**config.mk**
```make
export PLATFORM = sky130hd
export DESIGN_NAME = intr_arbiter
export DESIGN_NICKNAME = d
export VERILOG_FILES = /design/src/rtl/intr_arb_pkg.sv /design/src/rtl/intr_pend_reg.sv /design/src/rtl/intr_order_scan.sv /design/src/rtl/intr_pick.sv /design/src/rtl/intr_arbiter.sv
export SDC_FILE = /design/constraint.sdc
export NUM_CORES = 1
export LEC_CHECK = 0
export ABC_AREA = 1
export BUFFER_PORTS_ARGS = -buffer_cell sky130_fd_sc_hd__buf_2
export CORE_UTILIZATION = 44
export CTS_BUF_LIST = sky130_fd_sc_hd__clkbuf_4 sky130_fd_sc_hd__clkbuf_8
export CTS_CLUSTER_SIZE = 30
export DETAILED_ROUTE_END_ITERATION = 10
export MAX_ROUTING_LAYER = met4
export PLACE_DENSITY = 0.59
export SYNTH_ARGS = -nofsm -noshare
export SYNTH_HDL_FRONTEND = slang
export SYNTH_SLANG_ARGS = --single-unit
```
**constraint.sdc**
```tcl
create_clock -name clk -period 4.1 [get_ports clk]
set_clock_uncertainty 0.1 [all_clocks]
set_input_delay 0 -clock clk [delete_from_list [all_inputs] [get_ports clk]]
set_output_delay 0 -clock clk [all_outputs]
set_load 0.05 [all_outputs]
```
**src/rtl/intr_arb_pkg.sv**
```systemverilog
package intr_arb_pkg;
  localparam int NUM_INT       = 32;
  localparam int ID_W          = $clog2(NUM_INT);
  localparam int NUM_PAIRS     = 16;
  localparam int SHARED_PAIRS  = 4;
  localparam int SHARED_ID     = 1;
  localparam int FIRST_SOLO_ID = 2;
  localparam int IRQ_ID        = 28;
  localparam int XIRQ_ID       = 29;
  localparam int SWI_ID        = 30;
  localparam int ILL_ID        = 31;
  localparam int VEC_W         = 16;
  localparam int SVC_CYCLES    = 14;
  localparam int SVC_W         = $clog2(SVC_CYCLES + 1);
  localparam logic [VEC_W-1:0] NORMAL_BASE = 16'hFFC0;
  localparam logic [VEC_W-1:0] BOOT_BASE   = 16'hBFC0;

  typedef logic [ID_W-1:0] int_id_t;

  // Interrupt number fed by a flag/enable pair
  function automatic int_id_t pair_target(input int p);
    if (p < SHARED_PAIRS) return int_id_t'(SHARED_ID);
    return int_id_t'(FIRST_SOLO_ID + p - SHARED_PAIRS);
  endfunction

  // Vector word address for a number under the given mode
  function automatic logic [VEC_W-1:0] vector_of(input logic boot, input int_id_t id);
    logic [VEC_W-1:0] base;
    base = boot ? BOOT_BASE : NORMAL_BASE;
    return base + {{(VEC_W-ID_W-1){1'b0}}, id, 1'b0};
  endfunction
endpackage

```
**src/rtl/intr_pend_reg.sv**
```systemverilog
module intr_pend_reg
  import intr_arb_pkg::*;
#(
  parameter int N = NUM_INT,
  parameter int P = NUM_PAIRS
) (
  input  logic         clk,
  input  logic         rst_n,
  input  logic [P-1:0] flag,
  input  logic [P-1:0] en,
  input  logic         irq_lvl,
  input  logic         swi_req,
  input  logic         ill_req,
  input  logic         xirq_req,
  input  logic         clr_swi,
  input  logic         clr_ill,
  input  logic         clr_xirq,
  output logic [N-1:0] pend
);
  logic [N-1:0] lvl;
  logic [N-1:0] pend_nx;

  // OR all active pairs into their numbers; an inactive pair never sets
  always_comb begin
    lvl = '0;
    for (int p = 0; p < P; p++) begin
      if (flag[p] && en[p]) lvl[pair_target(p)] = 1'b1;
    end
  end

  always_comb begin
    pend_nx          = lvl;
    pend_nx[IRQ_ID]  = irq_lvl;
    pend_nx[SWI_ID]  = (pend[SWI_ID]  & ~clr_swi)  | swi_req;
    pend_nx[ILL_ID]  = (pend[ILL_ID]  & ~clr_ill)  | ill_req;
    pend_nx[XIRQ_ID] = (pend[XIRQ_ID] & ~clr_xirq) | xirq_req;
  end

  always_ff @(posedge clk) begin
    if (!rst_n) pend <= '0;
    else        pend <= pend_nx;
  end

  // a solo number is pending only if its pair was active the cycle before
  for (genvar g = SHARED_PAIRS; g < P; g++) begin : g_solo_chk
    localparam int TGT = pair_target(g);
    solo_level_chk: assert property (@(posedge clk) disable iff (!rst_n)
      pend[TGT] |-> $past(flag[g] && en[g]));
  end


  shared_level_chk: assert property (@(posedge clk) disable iff (!rst_n)
    pend[SHARED_ID] |-> $past(|(flag[SHARED_PAIRS-1:0] & en[SHARED_PAIRS-1:0])));


  swi_selfclr_chk: assert property (@(posedge clk) disable iff (!rst_n)
    ($past(clr_swi) && !$past(swi_req)) |-> !pend[SWI_ID]);


  ill_selfclr_chk: assert property (@(posedge clk) disable iff (!rst_n)
    ($past(clr_ill) && !$past(ill_req)) |-> !pend[ILL_ID]);
endmodule

```
**src/rtl/intr_order_scan.sv**
```systemverilog
module intr_order_scan
  import intr_arb_pkg::*;
#(
  parameter int N  = NUM_INT,
  parameter int IW = ID_W
) (
  input  logic          clk,
  input  logic          rst_n,
  input  logic          wr,
  input  logic [IW-1:0] wr_slot,
  input  logic [IW-1:0] wr_id,
  input  logic [N-1:0]  cand,
  output logic          hit,
  output logic [IW-1:0] hit_id
);
  logic [IW-1:0] tbl [N];

  for (genvar s = 0; s < N; s++) begin : g_slot
    always_ff @(posedge clk) begin
      if (!rst_n)                         tbl[s] <= IW'(s);
      else if (wr && wr_slot == IW'(s))   tbl[s] <= wr_id;
    end
  end

  // Walk from the last slot down so the lowest matching slot is kept
  always_comb begin
    hit    = 1'b0;
    hit_id = '0;
    for (int s = N - 1; s >= 0; s--) begin
      if (cand[tbl[s]]) begin
        hit    = 1'b1;
        hit_id = tbl[s];
      end
    end
  end


  scan_hit_pending_chk: assert property (@(posedge clk) disable iff (!rst_n)
    hit |-> cand[hit_id]);
endmodule

```
**src/rtl/intr_pick.sv**
```systemverilog
module intr_pick
  import intr_arb_pkg::*;
#(
  parameter int N  = NUM_INT,
  parameter int IW = ID_W
) (
  input  logic [N-1:0]  pend,
  input  logic          i_mask,
  input  logic          x_mask,
  input  logic          scan_hit,
  input  logic [IW-1:0] scan_id,
  output logic          sel_valid,
  output logic [IW-1:0] sel_id,
  output logic          xirq_blocked
);
  always_comb begin
    sel_valid    = 1'b0;
    sel_id       = '0;
    xirq_blocked = 1'b0;
    if (pend[SWI_ID]) begin
      sel_valid = 1'b1;
      sel_id    = IW'(SWI_ID);
    end else if (pend[ILL_ID]) begin
      sel_valid = 1'b1;
      sel_id    = IW'(ILL_ID);
    end else if (pend[XIRQ_ID]) begin
      if (!x_mask) begin
        sel_valid = 1'b1;
        sel_id    = IW'(XIRQ_ID);
      end else begin
        xirq_blocked = 1'b1;
      end
    end else if (!i_mask && scan_hit) begin
      sel_valid = 1'b1;
      sel_id    = scan_id;
    end
  end
endmodule

```
**src/rtl/intr_arbiter.sv**
```systemverilog
module intr_arbiter
  import intr_arb_pkg::*;
#(
  parameter int N  = NUM_INT,
  parameter int P  = NUM_PAIRS,
  parameter int IW = ID_W,
  parameter int VW = VEC_W,
  parameter int CW = SVC_W
) (
  input  logic          clk,
  input  logic          rst_n,
  input  logic          boot_mode,
  input  logic [P-1:0]  src_flag,
  input  logic [P-1:0]  src_en,
  input  logic          irq_lvl,
  input  logic          swi_req,
  input  logic          ill_req,
  input  logic          xirq_req,
  input  logic          i_mask,
  input  logic          x_mask,
  input  logic          insn_boundary,
  input  logic          ord_wr,
  input  logic [IW-1:0] ord_slot,
  input  logic [IW-1:0] ord_id,
  output logic          take_valid,
  output logic [IW-1:0] take_id,
  output logic [VW-1:0] take_vec,
  output logic          set_x,
  output logic          set_i,
  output logic [CW-1:0] svc_cycles
);
  localparam logic [N-1:0] TRAP_BITS =
    (N'(1) << SWI_ID) | (N'(1) << ILL_ID) | (N'(1) << XIRQ_ID);

  logic [N-1:0]  pend;
  logic [N-1:0]  cand;
  logic          scan_hit;
  logic [IW-1:0] scan_id;
  logic          sel_valid;
  logic [IW-1:0] sel_id;
  logic          xirq_blocked;
  logic          take_now;
  logic          clr_swi, clr_ill, clr_xirq;

  assign take_now = insn_boundary && sel_valid;
  assign clr_swi  = take_now && (sel_id == IW'(SWI_ID));
  assign clr_ill  = take_now && (sel_id == IW'(ILL_ID));
  assign clr_xirq = take_now && (sel_id == IW'(XIRQ_ID));
  assign cand     = pend & ~TRAP_BITS;

  intr_pend_reg #(.N(N), .P(P)) u_pend (
    .clk(clk), .rst_n(rst_n), .flag(src_flag), .en(src_en),
    .irq_lvl(irq_lvl), .swi_req(swi_req), .ill_req(ill_req),
    .xirq_req(xirq_req), .clr_swi(clr_swi), .clr_ill(clr_ill),
    .clr_xirq(clr_xirq), .pend(pend)
  );

  intr_order_scan #(.N(N), .IW(IW)) u_scan (
    .clk(clk), .rst_n(rst_n), .wr(ord_wr), .wr_slot(ord_slot),
    .wr_id(ord_id), .cand(cand), .hit(scan_hit), .hit_id(scan_id)
  );

  intr_pick #(.N(N), .IW(IW)) u_pick (
    .pend(pend), .i_mask(i_mask), .x_mask(x_mask),
    .scan_hit(scan_hit), .scan_id(scan_id),
    .sel_valid(sel_valid), .sel_id(sel_id), .xirq_blocked(xirq_blocked)
  );

  always_ff @(posedge clk) begin
    if (!rst_n) begin
      take_valid <= 1'b0;
      take_id    <= '0;
      take_vec   <= '0;
      set_x      <= 1'b0;
      set_i      <= 1'b0;
      svc_cycles <= '0;
    end else begin
      take_valid <= take_now;
      take_id    <= take_now ? sel_id : '0;
      take_vec   <= take_now ? vector_of(boot_mode, sel_id) : '0;
      set_x      <= take_now && (sel_id == IW'(XIRQ_ID));
      set_i      <= take_now && (sel_id != IW'(XIRQ_ID));
      svc_cycles <= take_now ? CW'(SVC_CYCLES) : '0;
    end
  end


  valid_after_boundary_chk: assert property (@(posedge clk) disable iff (!rst_n)
    take_valid |-> $past(insn_boundary));


  xirq_unmasked_chk: assert property (@(posedge clk) disable iff (!rst_n)
    set_x |-> $past(!x_mask));


  xirq_block_chk: assert property (@(posedge clk) disable iff (!rst_n)
    (xirq_blocked && insn_boundary) |=> !take_valid);


  imask_gate_chk: assert property (@(posedge clk) disable iff (!rst_n)
    (take_valid && set_i && take_id != IW'(SWI_ID) && take_id != IW'(ILL_ID))
      |-> $past(!i_mask));


  vec_base_chk: assert property (@(posedge clk) disable iff (!rst_n)
    take_valid |-> (take_vec[VW-1:6] == NORMAL_BASE[VW-1:6] ||
                    take_vec[VW-1:6] == BOOT_BASE[VW-1:6]));


  one_mask_chk: assert property (@(posedge clk) disable iff (!rst_n)
    take_valid |-> $onehot({set_x, set_i}));


  cost_chk: assert property (@(posedge clk) disable iff (!rst_n)
    !take_valid |-> (svc_cycles == '0 && !set_x && !set_i));
endmodule

```
==> results.txt, run 1 <==
----------------------------------------------------
[STA]
  Worst path setup slack after routing ... -0.920 ns
  Final Max Tran Viols ... 0
  Post-route clock period utilization ... 122%
  Final number of hold-violating endpoints ... 0
  RSZ-0062 raised after global routing ... true
  # setup viols final ... 9
  Max Fclk ... roughly 200 MHz
  Max-Slew Margin vs Limit ... a little under half
  Worst-margin pin slew ... 0.782 ns
  Fin Hold WS ... roughly 0.019 ns
  Min Clock Period, post-route ... ~5.0 ns
  Total negative setup slack ... -6.34 ns

[Yosys]
  Post-synthesis cell type with the largest combined area ... sky130_fd_sc_hd__edfxtp_1
  Most frequent cell after synthesis ... sky130_fd_sc_hd__nand2_1
  Post-synthesis adder-cell area fraction ... 0%
  Leading post-synthesis cells by cell area ... sky130_fd_sc_hd__edfxtp_1 (36%), sky130_fd_sc_hd__nand2_1 (13%), sky130_fd_sc_hd__a21oi_1 (9.3%)
  Average instance area after synthesis ... 6.78 um^2
  Number of synthesized flops with an enable pin ... between 150 and 200
  Synthesized instance count ... just under 2,000
  Top_reg_cell synth ... sky130_fd_sc_hd__edfxtp_1
  Share of the synthesized netlist area taken by xor and xnor gates ... 0%
  FF+latch count, synth ... about 190
  Most used standard cells in the synthesized netlist ... sky130_fd_sc_hd__nand2_1 (479), sky130_fd_sc_hd__a21oi_1 (250), sky130_fd_sc_hd__nor2_1 (242), sky130_fd_sc_hd__inv_1 (225), sky130_fd_sc_hd__o21ai_0 (195)
  Count of cell types in the netlist ... 38
  Proportion of synthesized area in mux cells ... 0%
  Synthesis warning total ... 0
  Combinational family with the most area after synthesis ... simple AND/OR/NAND/NOR gates
  Share of synthesized area occupied by flip-flops and latches ... 39.9%
  Simple-gate portion of the synthesized area ... approximately a quarter
  Compound-Gate Fraction of Synth Area ... 23.1%
  Async set or reset register ratio after synthesis ... 0%
  Synthesized area ... about 13,000 um^2
  Post-synth top area share ... roughly 36%

[Detailed routing]
  Number of nets still failing antenna checks after routing ... 0
  Final Routed Wirelength ... approximately 50 mm
  Vias per inst ... between 5 and 6
  Count of routing violations after the opening detailed-route iteration ... around 1,700
  Detailed Routing Iterations Pass 1 ... 5
  Number of vias in the routed layout ... 14,900
  Routed length per instance ... 19.0 um
  DRC Markers ... 0

[Min path]
  WHS Endpoint ... u_scan.tbl[1][24]$_SDFFCE_PN1P_
  Origin of the worst min-delay path ... ord_id[4]
  HP Class ... in -> reg
  Number of cells traversed by the worst hold path ... 4

[Worst setup path]
  Endpoint of the worst register-to-register path ... u_pend.pend[29]$_SDFF_PN0_
  Length in cells of the worst reg-to-reg path ... 69
  Most used cell along the critical path ... sky130_fd_sc_hd__nand2_1
  Worst setup EP type ... flip-flop
  Type of the setup path with the least slack ... reg -> reg
  Setup slack of the worst register-to-register path ... -0.92 ns
  Arrival time reported for the critical path endpoint ... 5.30 ns
  Critical Path Fanout Max ... 7
  CP Launch Type ... flip-flop
  Peak per-stage delay on the critical path ... approximately 0.53 ns
  Slowest cell on the critical path ... sky130_fd_sc_hd__edfxtp_1
  Required time at the worst-slack endpoint ... 4.38 ns
  FF-to-FF Start ... u_scan.tbl[1][76]$_SDFFCE_PN1P_

[Run status]
  Violations in the final reports ... negative setup slack
  Result of the run ... finished with violations

[Floorplanning]
  Floorplan Core Area ... 29,800 um^2
  Die area ... between 30,000 and 40,000 um^2
  Top Ports ... just over 80
  Die X-Extent ... between 150 and 200 um
  Cell row count ... 63
  Effective utilization at floorplan ... 45.0%
  Die height ... 177 um

[Power and ir drop]
  Clk network pwr share ... between 20% and 30%
  Power dissipated by switching net loads ... approximately 0.0017 W
  Total chip power ... 0.00492 W
  Portion of total power attributed to sequential cells ... between 40% and 50%
  Combinational share of power ... ~28%
  Sw Share ... a little over a third
  Maximum vdd ir drop ... between 200 and 300 uV
  Internal power ... 0.00320 W
  Power Density ... just under 300 nW/um^2
  Leakage power ... 7.37 nW

[Final layout]
  Area Overhead vs Synth ... 24.4%
  Share of final-layout standard cells stronger than drive strength 1 ... 19.6%
  Final Net Count ... roughly 2,300
  Design area ... 16,700 um^2
  Antenna cells ... 0

[GRT]
  Final global-route overflow total ... 0
  Combined global-route utilization of all metal layers ... around 33%
  Global-route wire length before repair ... between 70 and 80 mm
  Pin count of the biggest net entering global routing ... 55
  Antenna violations before repair ... 1
  Number of global-route vias before repair ... 13,700

[Run]
  Max Cap Violations ... 0

[Clock tree]
  Source-to-sink clock delay at the later pin of the worst-skew pair ... between 0.5 and 0.6 ns
  Bufs on Longest Clock Path ... 2
  Root buffer selected by CTS ... sky130_fd_sc_hd__clkbuf_8
  TritonCTS Buffers ... 17
  Clock-pin slew on the worst setup and hold paths ... 0.10 ns
  CTS HTree Levels ... 4
  Number of sinks handled by clock tree synthesis ... about 190
  Clock tree from TritonCTS ... yes

[Placement]
  HPWL reported at the end of detailed placement ... about 35 mm
  Port bufs ... a little under 80
  Final weighted congestion in routability-driven placement ... 0.977
  Area post-placement ... ~16,000 um^2

----------------------------------------------------
[how the worst max path moves through the flow]
stage | start | to | slack [ns] | depth (start not counted)
CTS | u_scan.tbl[1][70]$_SDFFCE_PN0P_ | u_pend.pend[29]$_SDFF_PN0_ | -0.95 | 73
global route | u_scan.tbl[1][70]$_SDFFCE_PN0P_ | u_pend.pend[29]$_SDFF_PN0_ | -1.59 | 73
finish | u_scan.tbl[1][76]$_SDFFCE_PN1P_ | u_pend.pend[29]$_SDFF_PN0_ | -0.92 | 69
detailed placement | u_scan.tbl[1][70]$_SDFFCE_PN0P_ | u_pend.pend[29]$_SDFF_PN0_ | -1.12 | 45
floorplan | u_scan.tbl[1][60]$_SDFFCE_PN0P_ | u_pend.pend[29]$_SDFF_PN0_ | -0.06 | 70
global placement | u_scan.tbl[1][70]$_SDFFCE_PN0P_ | u_pend.pend[29]$_SDFF_PN0_ | -1.07 | 45
[repair_timing]
| action | CTS | global route |
|---|---|---|
| hold buffers | 36 | 0 |
| cloned | 0 | 0 |
| endpoints found under the setup margin | 12 | 13 |
| hold endpoints to repair | 30 | 0 |
| resized for setup | 52 | 41 |
| setup buffers | 3 | 2 |
| pin swaps | 27 | 25 |
[kinds of logic (layout without fill, tap and decap cells)]
family          Yosys count  in the layout
buf+inv                 354            643
flops                   187            187
other cells               1              2
compound gates          566            566
simple gates            871            871
[through the flow]
step	util [%]	setup WS (ns)	instances
3_5_place_dp	52.7	-1.12	2586
3_3_place_gp	52.7	-1.07	2586
6_report	56.0	-0.920	2659
4_1_cts	55.5	-0.952	2657
2_1_floorplan	-	-0.0624	1980
5_1_grt	56.0	-1.59	2659
[registers in the layout, indices dropped and copies added (netlist names)]
register / count
u_pend.pend: 17
set_x: 1
svc_cycles: 1
u_scan.tbl: 160
take_vec: 3
set_i: 1
take_id: 4
[power groups by stage]
stage	Sequential (W)	Combinational [W]	Clock (W)
finish	0.00228	0.00136	0.00127
floorplan	0.00229	0.000761	0
detailed placement	0.00232	0.00126	0
CTS	0.00228	0.00132	0.00128
global route	0.00230	0.00149	0.00135
global placement	0.00232	0.00125	0
[layout by cell type (no fill, tap or decap), drive strengths merged, types with 22 or more instances in the layout]
| cell | n |
|---|---|
| dfxtp | 27 |
| buf | 336 |
| nand2 | 484 |
| a21oi | 251 |
| o31ai | 22 |
| nor4 | 23 |
| o21ai | 210 |
| a31oi | 31 |
| edfxtp | 160 |
| nand3 | 87 |
| dlygate4sd3 | 36 |
| inv | 244 |
| nor2 | 247 |
[per-layer routing]
metal  track usage [%]  share of wire, %  vias up
met5                 -                 0        -
met4              13.2               3.2        0
met3              5.90               9.1      132
met2              52.9                46      725
met1              42.4                42     6876
li1                  -                 -     7207
[critical path: cells and delay by family, from the launching register on]
kind	cells	cell delay (ns)
compound gates	1	0.04
flops	1	0.53
simple gates	67	4.05
buf+inv	1	0.16
[cell type report]
type                    count  area [um^2]
clock buffers              18          248
repair buffers            372         2780
inverters                 239          900
well taps                 390          488
multi-input cells        1439         6790
clock inverters            14          136
fillers                  2878        13100
flip-flops and latches    187         5350
(Power assumes the default switching activity.)
==> run 2, diff against run 1 <==
--- a/config.mk
+++ b/config.mk
@@ -7,12 +7,15 @@
 export LEC_CHECK = 0
 export ABC_AREA = 1
 export BUFFER_PORTS_ARGS = -buffer_cell sky130_fd_sc_hd__buf_2
-export CORE_UTILIZATION = 44
+export CELL_PAD_IN_SITES_DETAIL_PLACEMENT = 1
+export CELL_PAD_IN_SITES_GLOBAL_PLACEMENT = 2
+export CORE_UTILIZATION = 32
 export CTS_BUF_LIST = sky130_fd_sc_hd__clkbuf_4 sky130_fd_sc_hd__clkbuf_8
 export CTS_CLUSTER_SIZE = 30
 export DETAILED_ROUTE_END_ITERATION = 10
 export MAX_ROUTING_LAYER = met4
-export PLACE_DENSITY = 0.59
+export PLACE_DENSITY = 0.75
 export SYNTH_ARGS = -nofsm -noshare
 export SYNTH_HDL_FRONTEND = slang
+export SYNTH_HIERARCHICAL = 1
 export SYNTH_SLANG_ARGS = --single-unit
==> run 2 against run 1 <==
  * The flow still finishes with violations (negative setup slack)
  * Critical endpoint is now u_pend/pend[29]$_SDFF_PN0_
  * Clock-buffer cell count rose by 1
  * Sequential share of layout area fell by 7.6 points
  * Hold slack improved by 0.019 ns
  * Design area rose by 31%
  * Synthesized cell count rose by 49%
  * Via count rose by 53%
  * Utilization fell by 17 points
  * Die area rose by 87%
==> results.txt, run 2 <==
----------------------------------------------------
[Final layout]
  Reg with most FFs ... u_scan/tbl
  Share of final-layout standard cells stronger than drive strength 1 ... approximately 17%
  Number of flip-flops under the largest register name ... 160
  Registers with the most flip-flops ... u_scan/tbl: 160 flops, u_pend/pend: 17 flops, take_id: 4 flops
  Commonest cells after routing, fill and taps aside ... sky130_fd_sc_hd__a21oi_1 (570), sky130_fd_sc_hd__o21ai_0 (479), sky130_fd_sc_hd__nand2_1 (450), sky130_fd_sc_hd__nand3_1 (362), sky130_fd_sc_hd__buf_4 (248)
  Combined area of the multi-input logic cells ... between 10,000 and 15,000 um^2
  Commonest non-fill, non-tap cell in the layout ... sky130_fd_sc_hd__a21oi_1
  Utilization after layout ... around 39%
  Register cell area after layout ... ~5400 um^2
  FILL cells ... 7,368
  Area Overhead vs Synth ... 19.6%
  Final Instance Count excl. Fillers ... around 4,000
  Final Net Count ... about 3,200

[Detailed routing]
  Final Routed Wirelength ... between 90 and 100 mm
  Routed length per instance ... ~25 um
  Vias per inst ... 5.87
  Number of nets still failing antenna checks after routing ... 0
  Number of vias in the routed layout ... between 20,000 and 25,000
  DRC Markers ... 0
  Count of routing violations after the opening detailed-route iteration ... between 2,000 and 2,500
  Detailed Routing Iterations Pass 1 ... 5

[STA]
  RSZ-0062 raised after global routing ... true
  # setup viols final ... 10
  Min Clock Period, post-route ... about 4.7 ns
  Worst-margin pin slew ... 1.23 ns
  Worst path setup slack after routing ... -0.587 ns
  Final number of hold-violating endpoints ... 0
  Max Fclk ... 213 MHz
  Post-route clock period utilization ... 114%
  Max-Slew Margin vs Limit ... between 10% and 20%
  Total negative setup slack ... -3.69 ns
  Final Max Tran Viols ... 0

[GRT]
  Pin count of the biggest net entering global routing ... 37
  Combined global-route utilization of all metal layers ... about a third
  Number of global-route vias before repair ... approximately 22,000
  Final global-route overflow total ... 0
  Antenna violations before repair ... 2
  Global-route wire length before repair ... about 140 mm
  Top Usage Layer GRT ... met2
  Met2 Track Usage GR ... between 50 and 60%
  M3 GR Usage ... between 5 and 6%
  Met1 global-route usage ... between 40% and 50%

[Clock tree]
  Clock-pin slew on the worst setup and hold paths ... between 0.1 and 0.15 ns
  Source-to-sink clock delay at the later pin of the worst-skew pair ... between 0.6 and 0.7 ns
  Bufs on Longest Clock Path ... 2
  CTS HTree Levels ... 4
  TritonCTS Buffers ... 17
  Clock tree from TritonCTS ... yes
  Root buffer selected by CTS ... sky130_fd_sc_hd__clkbuf_8
  Number of sinks handled by clock tree synthesis ... around 190

[Worst setup path]
  Peak per-stage delay on the critical path ... around 0.35 ns
  Arrival time reported for the critical path endpoint ... approximately 5 ns
  Worst setup EP type ... flip-flop
  Required time at the worst-slack endpoint ... around 4.5 ns
  Length in cells of the worst reg-to-reg path ... between 50 and 60
  Type of the setup path with the least slack ... reg -> reg
  Most used cell along the critical path ... sky130_fd_sc_hd__nand2_1
  Critical Path Fanout Max ... 5
  CP Launch Type ... flip-flop
  Slowest cell on the critical path ... sky130_fd_sc_hd__dfxtp_2

[Min path]
  HP Class ... in -> reg
  Number of cells traversed by the worst hold path ... 4

[Placement]
  Count of placed standard cells including taps ... roughly 3,800
  Setup Slack @ Placement ... -0.596 ns
  Final weighted congestion in routability-driven placement ... about 0.93
  Port bufs ... between 70 and 80
  HPWL reported at the end of detailed placement ... 61.5 mm

[Power and ir drop]
  Maximum vdd ir drop ... 274 uV
  Leakage power ... approximately 9.1 nW
  Power Density ... 286 nW/um^2

[Floorplanning]
  Top Ports ... 81
  Cell row count ... between 80 and 90
  Die X-Extent ... ~240 um
  Die height ... around 240 um
  Floorplan Core Area ... 56,500 um^2
  Die area ... between 50,000 and 60,000 um^2
  Effective utilization at floorplan ... 32.4%

[Run status]
  Violations in the final reports ... negative setup slack
  Result of the run ... finished with violations

[Yosys]
  Average instance area after synthesis ... between 6 and 7 um^2
  Synthesized area ... 18,300 um^2
  Synthesized instance count ... about 3,000
  Synthesis warning total ... 6

[Run]
  Max Cap Violations ... 0

----------------------------------------------------
## run 2: routing by layer
metal  vias to the layer above  wire [um]
met5                         -          0
met2                       971      43700
li1                      10500          -
met4                         0       3630
met1                     11200      41900
met3                       228       7170
## run 2: worst max-delay path: cells and delay by family, from the launching register on
kind	cells	cell delay, ns
buf+inv	5	0.64
flops	1	0.35
compound gates	4	0.52
simple gates	42	2.94
## run 2: through the flow
step / power, W / area (um^2) / hold slack (ns)
after floorplan: 0.00370 / 18400 / -0.0276
after global routing: 0.00655 / 21900 / 0.0630
after global placement: 0.00440 / 20500 / 0.0594
after CTS: 0.00602 / 21700 / 0.00539
after detailed placement: 0.00445 / 20500 / 0.0663
final: 0.00627 / 21900 / 0.0375
## run 2: what timing repair did
action / 4_1_cts / 5_1_grt
endpoints found under the setup margin: 9 / 13
hold buffers: 55 / 0
hold endpoints to repair: 53 / 0
pin swaps: 19 / 40
buffers inserted: 13 / 9
gates cloned: 1 / 0
gates resized for setup: 48 / 60
## run 2: worst paths after layout
check | startpoint | endpoint | slack [ns]
setup reg to reg | u_pend/pend[10]$_SDFF_PN0_ | u_pend/pend[29]$_SDFF_PN0_ | -0.59
hold reg to reg | u_pend/pend[29]$_SDFF_PN0_ | u_pend/pend[29]$_SDFF_PN0_ | 0.45
hold / removal | ord_id[0] | u_scan/tbl[0][65]$_SDFFCE_PN1P_ | 0.04
setup / recovery | u_pend/pend[10]$_SDFF_PN0_ | u_pend/pend[29]$_SDFF_PN0_ | -0.59
## run 2: where the power goes
group | total, W | leakage [nW] | internal, W | switching, W
sequential | 0.00231 | 1.79 | 0.00217 | 0.000143
combinational | 0.00246 | 7.06 | 0.000840 | 0.00162
clock | 0.00150 | 0.225 | 0.000685 | 0.000810
total | 0.00627 | 9.08 | 0.00369 | 0.00257
## run 2: final cells by class
type                    count  area share [%]
clock inverters            12           0.852
flip-flops and latches    187            24.5
clock buffers              19            1.14
multi-input cells        2272            50.3
repair buffers            410            14.7
diodes                      1          0.0114
well taps                 756            4.32
inverters                 244            4.24
